## src/rtl/qscan_pkg.sv

```systemverilog
// Package: qscan_pkg
// Shared types for the status bus scanner: the bus-sharing mode.
package qscan_pkg;
    typedef enum logic {
        SCAN_DIRECT = 1'b0,
        SCAN_POLLED = 1'b1
    } scan_mode_e;
endpackage

```

## src/rtl/qscan_mode_latch.sv

```systemverilog
// Module: qscan_mode_latch
// Captures the mode input while reset is low and holds it afterwards.
// Assumes the mode input is settled during reset.
module qscan_mode_latch
    import qscan_pkg::*;
(
    input  logic       clk,
    input  logic       rst_n,
    input  logic       mode_pin,
    output scan_mode_e mode
);
    scan_mode_e mode_q;

    // Sample the mode input on every reset edge; freeze it otherwise.
    always_ff @(posedge clk) begin
        if (!rst_n) begin
            mode_q <= scan_mode_e'(mode_pin);
        end
    end

    assign mode = mode_q;


    mode_stable_chk: assert property (@(posedge clk) disable iff (!rst_n)
        $past(rst_n) |-> $stable(mode_q));
endmodule

```

## src/rtl/qscan_direct_sel.sv

```systemverilog
// Module: qscan_direct_sel
// Direct-mode ownership: a strobe with a matching address claims the bus,
// a strobe with any other address releases it. Strobes are refused while
// programming is busy. Assumes the enable is constant after reset.
module qscan_direct_sel #(
    parameter int ADDR_W   = 3,
    parameter int DEV_ADDR = 0
) (
    input  logic              clk,
    input  logic              rst_n,
    input  logic              enable,
    input  logic              prog_busy,
    input  logic              stb,
    input  logic [ADDR_W-1:0] addr,
    output logic              owner
);
    localparam logic [ADDR_W-1:0] MY_ADDR = ADDR_W'(DEV_ADDR);

    logic owner_q;
    logic take;

    // Decide whether this edge carries an accepted selection.
    always_comb begin
        take = enable && stb && !prog_busy;
    end

    // Update ownership on an accepted selection, otherwise hold it.
    always_ff @(posedge clk) begin
        if (!rst_n) begin
            owner_q <= 1'b0;
        end else if (!enable) begin
            owner_q <= 1'b0;
        end else if (take) begin
            owner_q <= (addr == MY_ADDR);
        end
    end

    assign owner = owner_q;


    busy_hold_chk: assert property (@(posedge clk) disable iff (!rst_n)
        ($past(rst_n) && $past(prog_busy)) |-> $stable(owner_q));


    no_stb_hold_chk: assert property (@(posedge clk) disable iff (!rst_n)
        ($past(rst_n) && !$past(stb)) |-> $stable(owner_q));
endmodule

```

## src/rtl/qscan_token_stage.sv

```systemverilog
// Module: qscan_token_stage
// Polled-mode token register. It loads the token input each edge. The
// first device of a ring comes out of reset holding the token.
// Assumes a ring of devices that carries a single token.
module qscan_token_stage #(
    parameter bit IS_FIRST = 1'b1
) (
    input  logic clk,
    input  logic rst_n,
    input  logic mode_pin,
    input  logic enable,
    input  logic tok_in,
    output logic hold
);
    logic hold_q;

    // Seed the token at reset; afterwards pass it along from the input.
    always_ff @(posedge clk) begin
        if (!rst_n) begin
            hold_q <= IS_FIRST & mode_pin;
        end else begin
            hold_q <= enable & tok_in;
        end
    end

    assign hold = hold_q;


    polled_follow_chk: assert property (@(posedge clk) disable iff (!rst_n)
        ($past(rst_n) && enable) |-> (hold_q == $past(tok_in)));
endmodule

```

## src/rtl/qscan_bus_drive.sv

```systemverilog
// Module: qscan_bus_drive
// Registers the flags every edge and gates them onto the bus while owned.
// Assumes the flags are synchronous to the read clock.
module qscan_bus_drive #(
    parameter int NQ = 4
) (
    input  logic          clk,
    input  logic          rst_n,
    input  logic          own,
    input  logic [NQ-1:0] flags,
    output logic [NQ-1:0] bus,
    output logic          oe
);
    logic [NQ-1:0] flags_q;

    // Capture the flags on every edge so a new owner shows fresh status.
    always_ff @(posedge clk) begin
        flags_q <= flags;
    end

    // Drive the bus only while owned; otherwise present zeros.
    always_comb begin
        oe  = own;
        bus = own ? flags_q : '0;
    end


    bus_data_chk: assert property (@(posedge clk) disable iff (!rst_n)
        ($past(rst_n) && oe) |-> (bus == $past(flags)));


    bus_idle_chk: assert property (@(posedge clk) disable iff (!rst_n)
        !oe |-> (bus == '0));
endmodule

```

## src/rtl/qscan_top.sv

```systemverilog
// Module: qscan_top
// Almost-empty status bus scanner for one device of a chain. It combines
// the reset-time mode latch, the direct selector, the token stage and the
// bus driver. Assumes the mode input is settled during reset.
module qscan_top
    import qscan_pkg::*;
#(
    parameter int NQ       = 4,
    parameter int ADDR_W   = 3,
    parameter int DEV_ADDR = 0,
    parameter bit IS_FIRST = 1'b1
) (
    input  logic              clk_rd,
    input  logic              rst_n,
    input  logic              mode_pin_i,
    input  logic              prog_busy_i,
    input  logic              sel_stb_i,
    input  logic [ADDR_W-1:0] sel_addr_i,
    input  logic              tok_in_i,
    output logic              tok_out_o,
    output logic              sync_o,
    input  logic [NQ-1:0]     flags_i,
    output logic [NQ-1:0]     stat_bus_o,
    output logic              stat_oe_o
);
    scan_mode_e mode;
    logic       polled;
    logic       dir_own;
    logic       tok_hold;
    logic       own;

    qscan_mode_latch u_mode (
        .clk      (clk_rd),
        .rst_n    (rst_n),
        .mode_pin (mode_pin_i),
        .mode     (mode)
    );

    // Decode the mode and choose the owner source.
    always_comb begin
        polled = (mode == SCAN_POLLED);
        own    = polled ? tok_hold : dir_own;
    end

    qscan_direct_sel #(
        .ADDR_W   (ADDR_W),
        .DEV_ADDR (DEV_ADDR)
    ) u_dsel (
        .clk       (clk_rd),
        .rst_n     (rst_n),
        .enable    (!polled),
        .prog_busy (prog_busy_i),
        .stb       (sel_stb_i),
        .addr      (sel_addr_i),
        .owner     (dir_own)
    );

    qscan_token_stage #(
        .IS_FIRST (IS_FIRST)
    ) u_tok (
        .clk      (clk_rd),
        .rst_n    (rst_n),
        .mode_pin (mode_pin_i),
        .enable   (polled),
        .tok_in   (tok_in_i),
        .hold     (tok_hold)
    );

    qscan_bus_drive #(
        .NQ (NQ)
    ) u_bus (
        .clk   (clk_rd),
        .rst_n (rst_n),
        .own   (own),
        .flags (flags_i),
        .bus   (stat_bus_o),
        .oe    (stat_oe_o)
    );

    // Announce the turn and hand the token on while holding it.
    always_comb begin
        sync_o    = polled & tok_hold;
        tok_out_o = polled & tok_hold;
    end


    direct_quiet_chk: assert property (@(posedge clk_rd) disable iff (!rst_n)
        !polled |-> (!sync_o && !tok_out_o));


    sync_own_chk: assert property (@(posedge clk_rd) disable iff (!rst_n)
        polled |-> (sync_o == stat_oe_o));
endmodule

```

## config.mk

```make
export PLATFORM = sky130hd
export DESIGN_NAME = qscan_top
export DESIGN_NICKNAME = d
export VERILOG_FILES = /design/src/rtl/qscan_pkg.sv /design/src/rtl/qscan_mode_latch.sv /design/src/rtl/qscan_direct_sel.sv /design/src/rtl/qscan_token_stage.sv /design/src/rtl/qscan_bus_drive.sv /design/src/rtl/qscan_top.sv
export SDC_FILE = /design/constraint.sdc
export NUM_CORES = 1
export LEC_CHECK = 0
export ABC_AREA = 1
export BUFFER_PORTS_ARGS = -buffer_cell sky130_fd_sc_hd__buf_2
export CAP_MARGIN = 0
export CORE_AREA = 2 2 39 41
export DETAILED_ROUTE_END_ITERATION = 6
export DIE_AREA = 0 0 41 43
export GPL_ROUTABILITY_DRIVEN = 0
export PLACE_DENSITY_LB_ADDON = 0.05
export SLEW_MARGIN = 5
export SYNTH_ARGS = -nofsm -noshare
export SYNTH_HDL_FRONTEND = slang
export SYNTH_HIERARCHICAL = 1
export SYNTH_SLANG_ARGS = --single-unit
```

## constraint.sdc

```tcl
create_clock -name clk_rd -period 1.1 [get_ports clk_rd]
set_input_delay 0.11 -clock clk_rd [delete_from_list [all_inputs] [get_ports clk_rd]]
set_output_delay 0.11 -clock clk_rd [all_outputs]
set_load 0.01 [all_outputs]
```

After elaboration in Yosys (flattened, before gate mapping)

Cells that the tools add are included.

Input bits: 13
Word-level logic and storage cells: 16
Output and inout bits: 7
Flip-flop bits (word level): 7

Bitwise operators: 3
Reduce and logical (&&, ||, !) cells: 6
Multiplexer cells: 3

Operator list:

| kind               | count |
|---|---|
| 4-bit 2-to-1 mux   | 1 |
| 3-bit logical NOT  | 1 |
| 1-bit AND          | 2 |
| 1-bit logical AND  | 2 |
| 1-bit logical NOT  | 2 |
| 1-bit 2-to-1 mux   | 2 |
| 2-bit OR reduction | 1 |
| 1-bit inverter     | 1 |

Longest topological paths before layout

Gate-level depths: netlist of the first run.

Word-level depth: 3
Gate-level depth with buffers: 6
Depth with buffers taken out: 6

Cells and area by module

The synthesis of the first run kept the hierarchy.

By module, submodules not included:

| module            | area an instance (um2) | times used | cells an instance | seq. area each (um2) |
|---|---|---|---|---|
| qscan_bus_drive   | 117.6                  | 1          | 13                | 80.1 |
| qscan_direct_sel  | 80.1                   | 1          | 16                | 20.0 |
| qscan_token_stage | 36.3                   | 1          | 5                 | 20.0 |
| qscan_mode_latch  | 33.8                   | 1          | 2                 | 30.0 |
| qscan_top         | 28.8                   | 1          | 6                 | 0.0 |

Worst setup path before layout of the first run

No wires, ideal clock.

Path kind: flip-flop to output port
Start point: reg u_mode.mode_q, in the netlist u_mode/mode
End point: out stat_bus_o[0]
Stages on the path, launching flop included: 6
Buffers on the path: 0
Required time: 0.990 ns
Slack: 0.215 ns
Arrival: 0.775 ns
Cell sequence: edfxtp_1 -> inv_2 -> nand2_2 -> nand2_1 -> nand2_1 -> inv_1

Longest elaborated chain between the ends: 2

Ends and longest elaborated chain:

| what                   | RTL line               | source |
|---|---|---|
| from (decl)            | qscan_mode_latch.sv:12 | `scan_mode_e mode_q;` |
| from (signal assigned) | qscan_mode_latch.sv:17 | `mode_q <= scan_mode_e'(mode_pin);` |
| 1-bit 2-to-1 mux       | qscan_top.sv:42        | `own = polled ? tok_hold : dir_own;` |
| net own                | qscan_top.sv:30        | `logic own;` |
| 4-bit 2-to-1 mux       | qscan_bus_drive.sv:24  | `bus = own ? flags_q : '0;` |
| to (decl)              | qscan_top.sv:23        | `output logic [NQ-1:0] stat_bus_o,` |

The timed path passes the listed nets, and every way through them passes these cells.

Worst setup path in the final report of the first run

Start point: reg u_mode.mode_q, in the netlist u_mode/mode
End point: out stat_bus_o[2]

Longest elaborated chain between the ends: 2

Ends and longest elaborated chain:

| what             | RTL line |
|---|---|
| 1-bit 2-to-1 mux | qscan_top.sv:42 |
| 4-bit 2-to-1 mux | qscan_bus_drive.sv:24 |

No other way between the ends.

==> results of run 1 <==
==> cell families after synthesis <==
family                 count (synthesis)
buffers and inverters                 15
flip-flops                             7
AND/OR/NAND/NOR                       20
==> worst max path at each step <==
stage,startpoint,end,slack [ns],cells past startpoint
after CTS,u_mode/mode$_DFFE_PN_,stat_bus_o[0],-0.12,6
after global routing,u_mode/mode$_DFFE_PN_,stat_bus_o[2],-0.20,6
after floorplan,u_mode/mode$_DFFE_PN_,stat_bus_o[0],0.21,5
final,u_mode/mode$_DFFE_PN_,stat_bus_o[2],-0.11,6
after detailed placement,u_mode/mode$_DFFE_PN_,stat_bus_o[2],0.09,6
after global placement,u_mode/mode$_DFFE_PN_,stat_bus_o[3],0.09,6
==> layout make-up <==
| class | instances | area [um^2] | share of cell area [%] |
|---|---|---|---|
| Inverter | 13 | 48.80 | 9.559 |
| Multi-Input combinational cell | 20 | 97.59 | 19.12 |
| Clock buffer | 4 | 26.28 | 5.147 |
| Timing Repair Buffer | 24 | 167.7 | 32.84 |
| Sequential cell | 7 | 150.1 | 29.41 |
| Tap cell | 16 | 20.02 | 3.922 |
==> timing repair <==
action,CTS,global route
pin swaps,0,2
endpoints found under the hold margin,4,0
hold buffers,4,0
setup endpoints to repair,5,7
resized for setup,3,9
setup buffers,1,0
==> sequential cells by signal (all words and copies together), names as in the netlist <==
register	flops
u_mode/mode	1
u_bus/flags_q	4
u_tok/hold	1
u_dsel/owner	1
==> per-stage QoR <==
| step | instances | total power, mW | setup slack [ns] | hold WS (ns) | TNS (ns) |
|---|---|---|---|---|---|
| floorplan | 42 | 0.3298 | 0.2145 | 0.1377 | 0 |
| global placement | 75 | 0.3660 | 0.09466 | 0.2137 | 0 |
| detailed placement | 75 | 0.3647 | 0.08860 | 0.2152 | 0 |
| CTS | 84 | 0.6240 | -0.1221 | 0.04704 | -0.5517 |
| global route | 84 | 0.6660 | -0.1969 | 0.04788 | -0.9582 |
| finish | 84 | 0.6215 | -0.1150 | 0.05555 | -0.4582 |
==> per-layer routing <==
layer,vias to the layer above,part of all wire (%)
met2,12,49
met1,120,41
met3,0,9.3
met4,0,0
li1,165,-
met5,-,0
==> cells in the final DEF (no fill, tap or decap) <==
master / count
clkbuf_4: 3
edfxtp_1: 1
buf_6: 4
nand3_1: 2
inv_2: 4
buf_4: 1
nand2_4: 1
nand2_1: 10
nor2_2: 1
nor2_1: 2
buf_2: 15
clkbuf_1: 1
dfxtp_1: 6
dlygate4sd3_1: 4
inv_1: 9
nand2_2: 4
==> power by group <==
| part | switching, mW | total [mW] | internal [mW] |
|---|---|---|---|
| Clock | 0.0917 | 0.230 | 0.138 |
| Sequential | 0.00705 | 0.282 | 0.275 |
| Combinational | 0.0483 | 0.109 | 0.0611 |
==> synthesized netlist by cell type, drive strengths merged <==
| cell type | n |
|---|---|
| inv | 13 |
| nand3 | 2 |
| dfxtp | 6 |
| edfxtp | 1 |
| nand2 | 15 |
| nor2 | 3 |
| buf | 2 |
==> worst max-delay path, cell delays in order (launching register included) <==
cell      delay [ns]
edfxtp_1        0.42
inv_2           0.09
nand2_2         0.06
nand2_4         0.09
nand2_1         0.05
inv_1           0.04
buf_2           0.11
==> metrics.csv, run 1 <==
metric,value,unit
fin_nets,82,
cts-htree-levels,1,
max-clock-path-buffers,2,
syn_nets,55,
maxCapViolCount,0,
die_h,43,um
area_delta_synth_final,72.15,%
yosysWarningCount,6,
gr-usage-met2,11.88,%
path_class,reg -> out,
synth_seq_cells,7,
min_from,mode_pin_i,
avgSynthCellArea,7.060,um^2
coreArea,0.001384,mm^2
synth_mux_area_share,0,%
synth_area,296.5,um^2
cts.sinks,7,
worstPathArrival,1.10,ns
synth_cell_types,10,
synthTopCellsByArea,"dfxtp_1 41%, nand2_1 18%, inv_1 15%",
powerDensity,1217,mW/mm^2
hold_class,in -> reg,
cts_buffers,3,
rows,14,
grt_start_max_net_pins,6,
setup_viol,5,
final_cell_area,510.5,um^2
drive_gt1_share,48.53,%
wire_per_inst,6.786,um
track_usage,8.165,%
drt_wl_total,570,um
layout_setup_ws,-0.1150,ns
fin_util,36.89,%
die_w,41,um
yosysSeqAreaShare,50.63,%
nFillCells,161,
vdd_drop_max,0.5180,mV
drtIter0Drc,0,
antenna_found_initial,0,
drt_first_pass_iters,1,
hold_viol,0,
start_util,21.43,%
io_buffer_count,19,
vias_per_cell,3.536,
holdPathEnd,u_mode/mode$_DFFE_PN_,
timing.final.crit_period,1.215,ns
crit_path_end_kind,primary output,
worstRegToRegCells,7,
hold_depth,1,
first_global_vias,270,
worstReg2RegStart,u_mode/mode$_DFFE_PN_,
ctsRootBufferMaster,clkbuf_4,
tightestPinTransition,0.1321,ns
outcome,finished with violations,
gr-total-overflow,0,
pin_count,20,
grt_pass1_wl,883,um
synth_top_area_cell,dfxtp_1,
synth-compound-area-share,0,%
grt-busiest-layer,met2,
drtAntennaViolNets,0,
critical_path_required,0.99,ns
cts_tree,yes,
r2r_end,u_dsel/owner$_SDFFE_PN0P_,
synth_fa_ha_area_share,0,%
synthesis.instances,42,
drc,0,
use_met3,4.712,%
use_met1,7.166,%
synth_top_area_share,40.51,%
p_leak,0.3127,nW
rsz0062_at_grt,yes,
synth_top_family_by_area,simple AND/OR/NAND/NOR gates,
finalClockSkew,0.001178,ns
placed_cell_area,396.6,um^2
dpl.hpwl,446.8,um
die-area,0.001763,mm^2
antennaDiodeCount,0,
max_freq,823.1,MHz
relSlewSlack,91.19,%
violations,negative setup slack,
synthSimpleGateAreaFrac,27.85,%
clk-insertion-delay-late,0.25,ns
num_vias,297,
crit_path_start_kind,register,
ff2ff_setup_slack,0.13,ns
synthXorXnorAreaFrac,0,%
fin_crit_sh,110.5,%
drv_slew,0,
cp_max_fo,5,
clkTransAtPathRegs,0.05,ns
(Power assumes the default switching activity.)
==> run 2: changes to the inputs <==
- ABC_AREA: 1 -> default
==> run 2 against run 1 <==
Against the previous run:
- the flow still finishes with violations (negative setup slack)
- global-route usage increased by 0.092 points
- clock-buffer cell count fell by 1
- cell count fell by 20%
- clock skew up 0.0044 ns
- maximum frequency fell by 12%
- register-to-register slack better by 0.16 ns
- synthesized area fell by 7.2%
- combinational power is 6% lower
- first-iteration DRC count is 1 higher
- critical endpoint unchanged
- largest power group unchanged
==> metrics.csv, run 2 <==
metric,value,unit,change
outcome,finished with violations,,
violations,negative setup slack,,
drtAntennaViolNets,0,,unchanged
synth_cell_types,14,,+4
drtIter0Drc,1,,+1
synth_top_area_share,43.64,%,+3.1 points
coreArea,0.001384,mm^2,unchanged
die-area,0.001763,mm^2,unchanged
synth_seq_cells,7,,unchanged
worstRegToRegCells,4,,-3
r2r_end,u_dsel/owner$_SDFFE_PN0P_,,
gr-total-overflow,0,,unchanged
drt_wl_total,561,um,-1.6%
cts.sinks,7,,unchanged
synth_mux_area_share,9.091,%,+9.1 points
wire_per_inst,8.373,um,+23%
dpl.hpwl,441.3,um,-1.2%
final_cell_area,481.7,um^2,-5.6%
multi_input_area,105.1,um^2,+7.7%
synth_area,275.3,um^2,-7.2%
p_leak,0.2478,nW,-21%
cts_tree,yes,,
holdWs,0.04473,ns,-0.01082 ns
relSlewSlack,90.19,%,-1.0 points
pin_count,20,,unchanged
cp_max_fo,5,,unchanged
fin_crit_sh,125.0,%,+15 points
largest_reg_flops,4,,unchanged
layout_common_cells,"15 x buf_2, 6 x dfxtp_1, 4 x dlygate4sd3_1, 4 x buf_6",,
register_area,150.1,um^2,unchanged
vias_per_cell,3.701,,+4.7%
vdd_drop_max,0.6040,mV,+17%
drt_first_pass_iters,2,,+1
crit_start,u_mode/mode$_DFFE_PN_,,
wl_met3,65,um,+23%
synthSimpleGateAreaFrac,25.00,%,-2.8 points
maxCapViolCount,0,,unchanged
yosysWarningCount,6,,unchanged
rows,14,,unchanged
hold_depth,1,,unchanged
syn_nets,38,,-31%
layout_setup_ws,-0.2748,ns,-0.1598 ns
fin_nets,65,,-21%
synth_common_cells,"6 x dfxtp_1, 4 x and2_1, 3 x inv_1",,
setup_viol,7,,+2
synth_most_common_cell,dfxtp_1,,
crit_path_start_kind,register,,
ff2ff_setup_slack,0.29,ns,+0.16 ns
num_vias,248,,-16%
yosysSeqAreaShare,54.55,%,+3.9 points
crit_end,stat_bus_o[2],,
drive_gt1_share,58.82,%,+10 points
first_global_vias,245,,-9.3%
place_ws,-0.01989,ns,-0.1085 ns
synth-compound-area-share,1.818,%,+1.8 points
synthXorXnorAreaFrac,0,%,unchanged
start_util,19.89,%,-1.5 points
synth_top_family_by_area,simple AND/OR/NAND/NOR gates,,
critical_path_required,0.99,ns,about the same
wl_met1,236,um,+0.85%
final_common_cell,buf_2,,
finalClockSkew,0.005604,ns,+0.004426 ns
ys.flop_type,dfxtp_1,,
clkTransAtPathRegs,0.06,ns,about the same
worstReg2RegStart,u_mode/mode$_DFFE_PN_,,
io_buffer_count,19,,unchanged
cts_buffers,3,,unchanged
grt_pass1_wl,890,um,+0.79%
worstPathArrival,1.26,ns,+0.16 ns
placed_cell_area,382.9,um^2,-3.5%
track_usage,8.258,%,+0.092 points
nFillCells,139,,-14%
max_freq,727.4,MHz,-12%
synth_top_area_cell,dfxtp_1,,
synth_fa_ha_area_share,0,%,unchanged
tightestPinTransition,0.1431,ns,+0.01098 ns
timing.final.crit_period,1.375,ns,+0.1598 ns
grt_start_max_net_pins,6,,unchanged
hold_class,in -> reg,,
drv_slew,0,,unchanged
die_h,43,um,unchanged
powerDensity,1279,mW/mm^2,+5.1%
ctsRootBufferMaster,clkbuf_4,,
synthesis.instances,25,,-40%
wl_met2,253,um,-10%
largest-register,u_bus/flags_q,,
clk-insertion-delay-late,0.25,ns,about the same
area_delta_synth_final,75.00,%,
die_w,41,um,unchanged
max-clock-path-buffers,2,,unchanged
antennaDiodeCount,0,,unchanged
synth-edff-count,1,,unchanged
rsz0062_at_grt,yes,,
cts-htree-levels,1,,unchanged
hold_viol,0,,unchanged
antenna_found_initial,0,,unchanged
avgSynthCellArea,11.01,um^2,+56%
drc,0,,unchanged
highest-signal-layer,met4,,
fin_tns_setup,-1.390,ns,-0.9319 ns
postSynth.asyncResetShare,0,%,unchanged
crit_path_end_kind,primary output,,
synthTopCellsByArea,"dfxtp_1 44%, edfxtp_1 11%, and2_1 9.1%",,
path_class,reg -> out,,
==> run 2: final cells by class <==
type | instances | area share, %
Clock inverter | 1 | 1.039
Inverter | 3 | 2.338
Clock buffer | 3 | 4.675
Multi-Input combinational cell | 13 | 21.82
Timing Repair Buffer | 24 | 34.81
Sequential cell | 7 | 31.17
Tap cell | 16 | 4.156
==> run 2: critical path, stage by stage, from the launching register on <==
cell,delay [ns]
edfxtp_1,0.41
mux2_4,0.34
and2_1,0.14
buf_2,0.13
==> run 2: worst min-delay path by stage <==
| stage | from | to | slack, ns |
|---|---|---|---|
| finish | mode_pin_i | u_mode/mode$_DFFE_PN_ | 0.04 |
| floorplan | flags_i[0] | u_bus/flags_q[0]$_DFF_P_ | 0.14 |
| detailed placement | flags_i[1] | u_bus/flags_q[1]$_DFF_P_ | 0.21 |
| global route | mode_pin_i | u_mode/mode$_DFFE_PN_ | 0.04 |
| global placement | flags_i[0] | u_bus/flags_q[0]$_DFF_P_ | 0.21 |
| CTS | mode_pin_i | u_mode/mode$_DFFE_PN_ | 0.03 |
==> run 2: cell families (layout without fill, tap and decap cells) <==
logic type	after synthesis	after routing
simple gates	10	10
flops	7	7
compound gates	1	1
mux	2	2
buf+inv	5	31
==> run 2: routing by layer <==
layer	global-route usage, %	up-vias
met5	0	-
met4	8.000	0
met3	5.236	2
met2	10.63	11
met1	8.442	106
li1	-	129
==> run 2: power breakdown <==
part	total, mW	internal (mW)	switching, mW
clock network	0.234	0.133	0.101
registers	0.280	0.274	0.00564
logic	0.102	0.0662	0.0362
==> run 2: per-stage QoR <==
step | utilization (%) | power, mW | instances
detailed placement | 27.67 | 0.3618 | 59
finish | 34.81 | 0.6161 | 67
CTS | 33.09 | 0.6208 | 67
floorplan | - | 0.3237 | 25
global placement | 27.67 | 0.3602 | 59
global route | 34.81 | 0.6574 | 67
==> run 2: timing repair <==
item	CTS	global route
pin swaps	2	0
buffers inserted	1	1
hold endpoints to repair	4	0
setup endpoints to repair	7	7
resized for setup	2	5
hold buffers	4	0
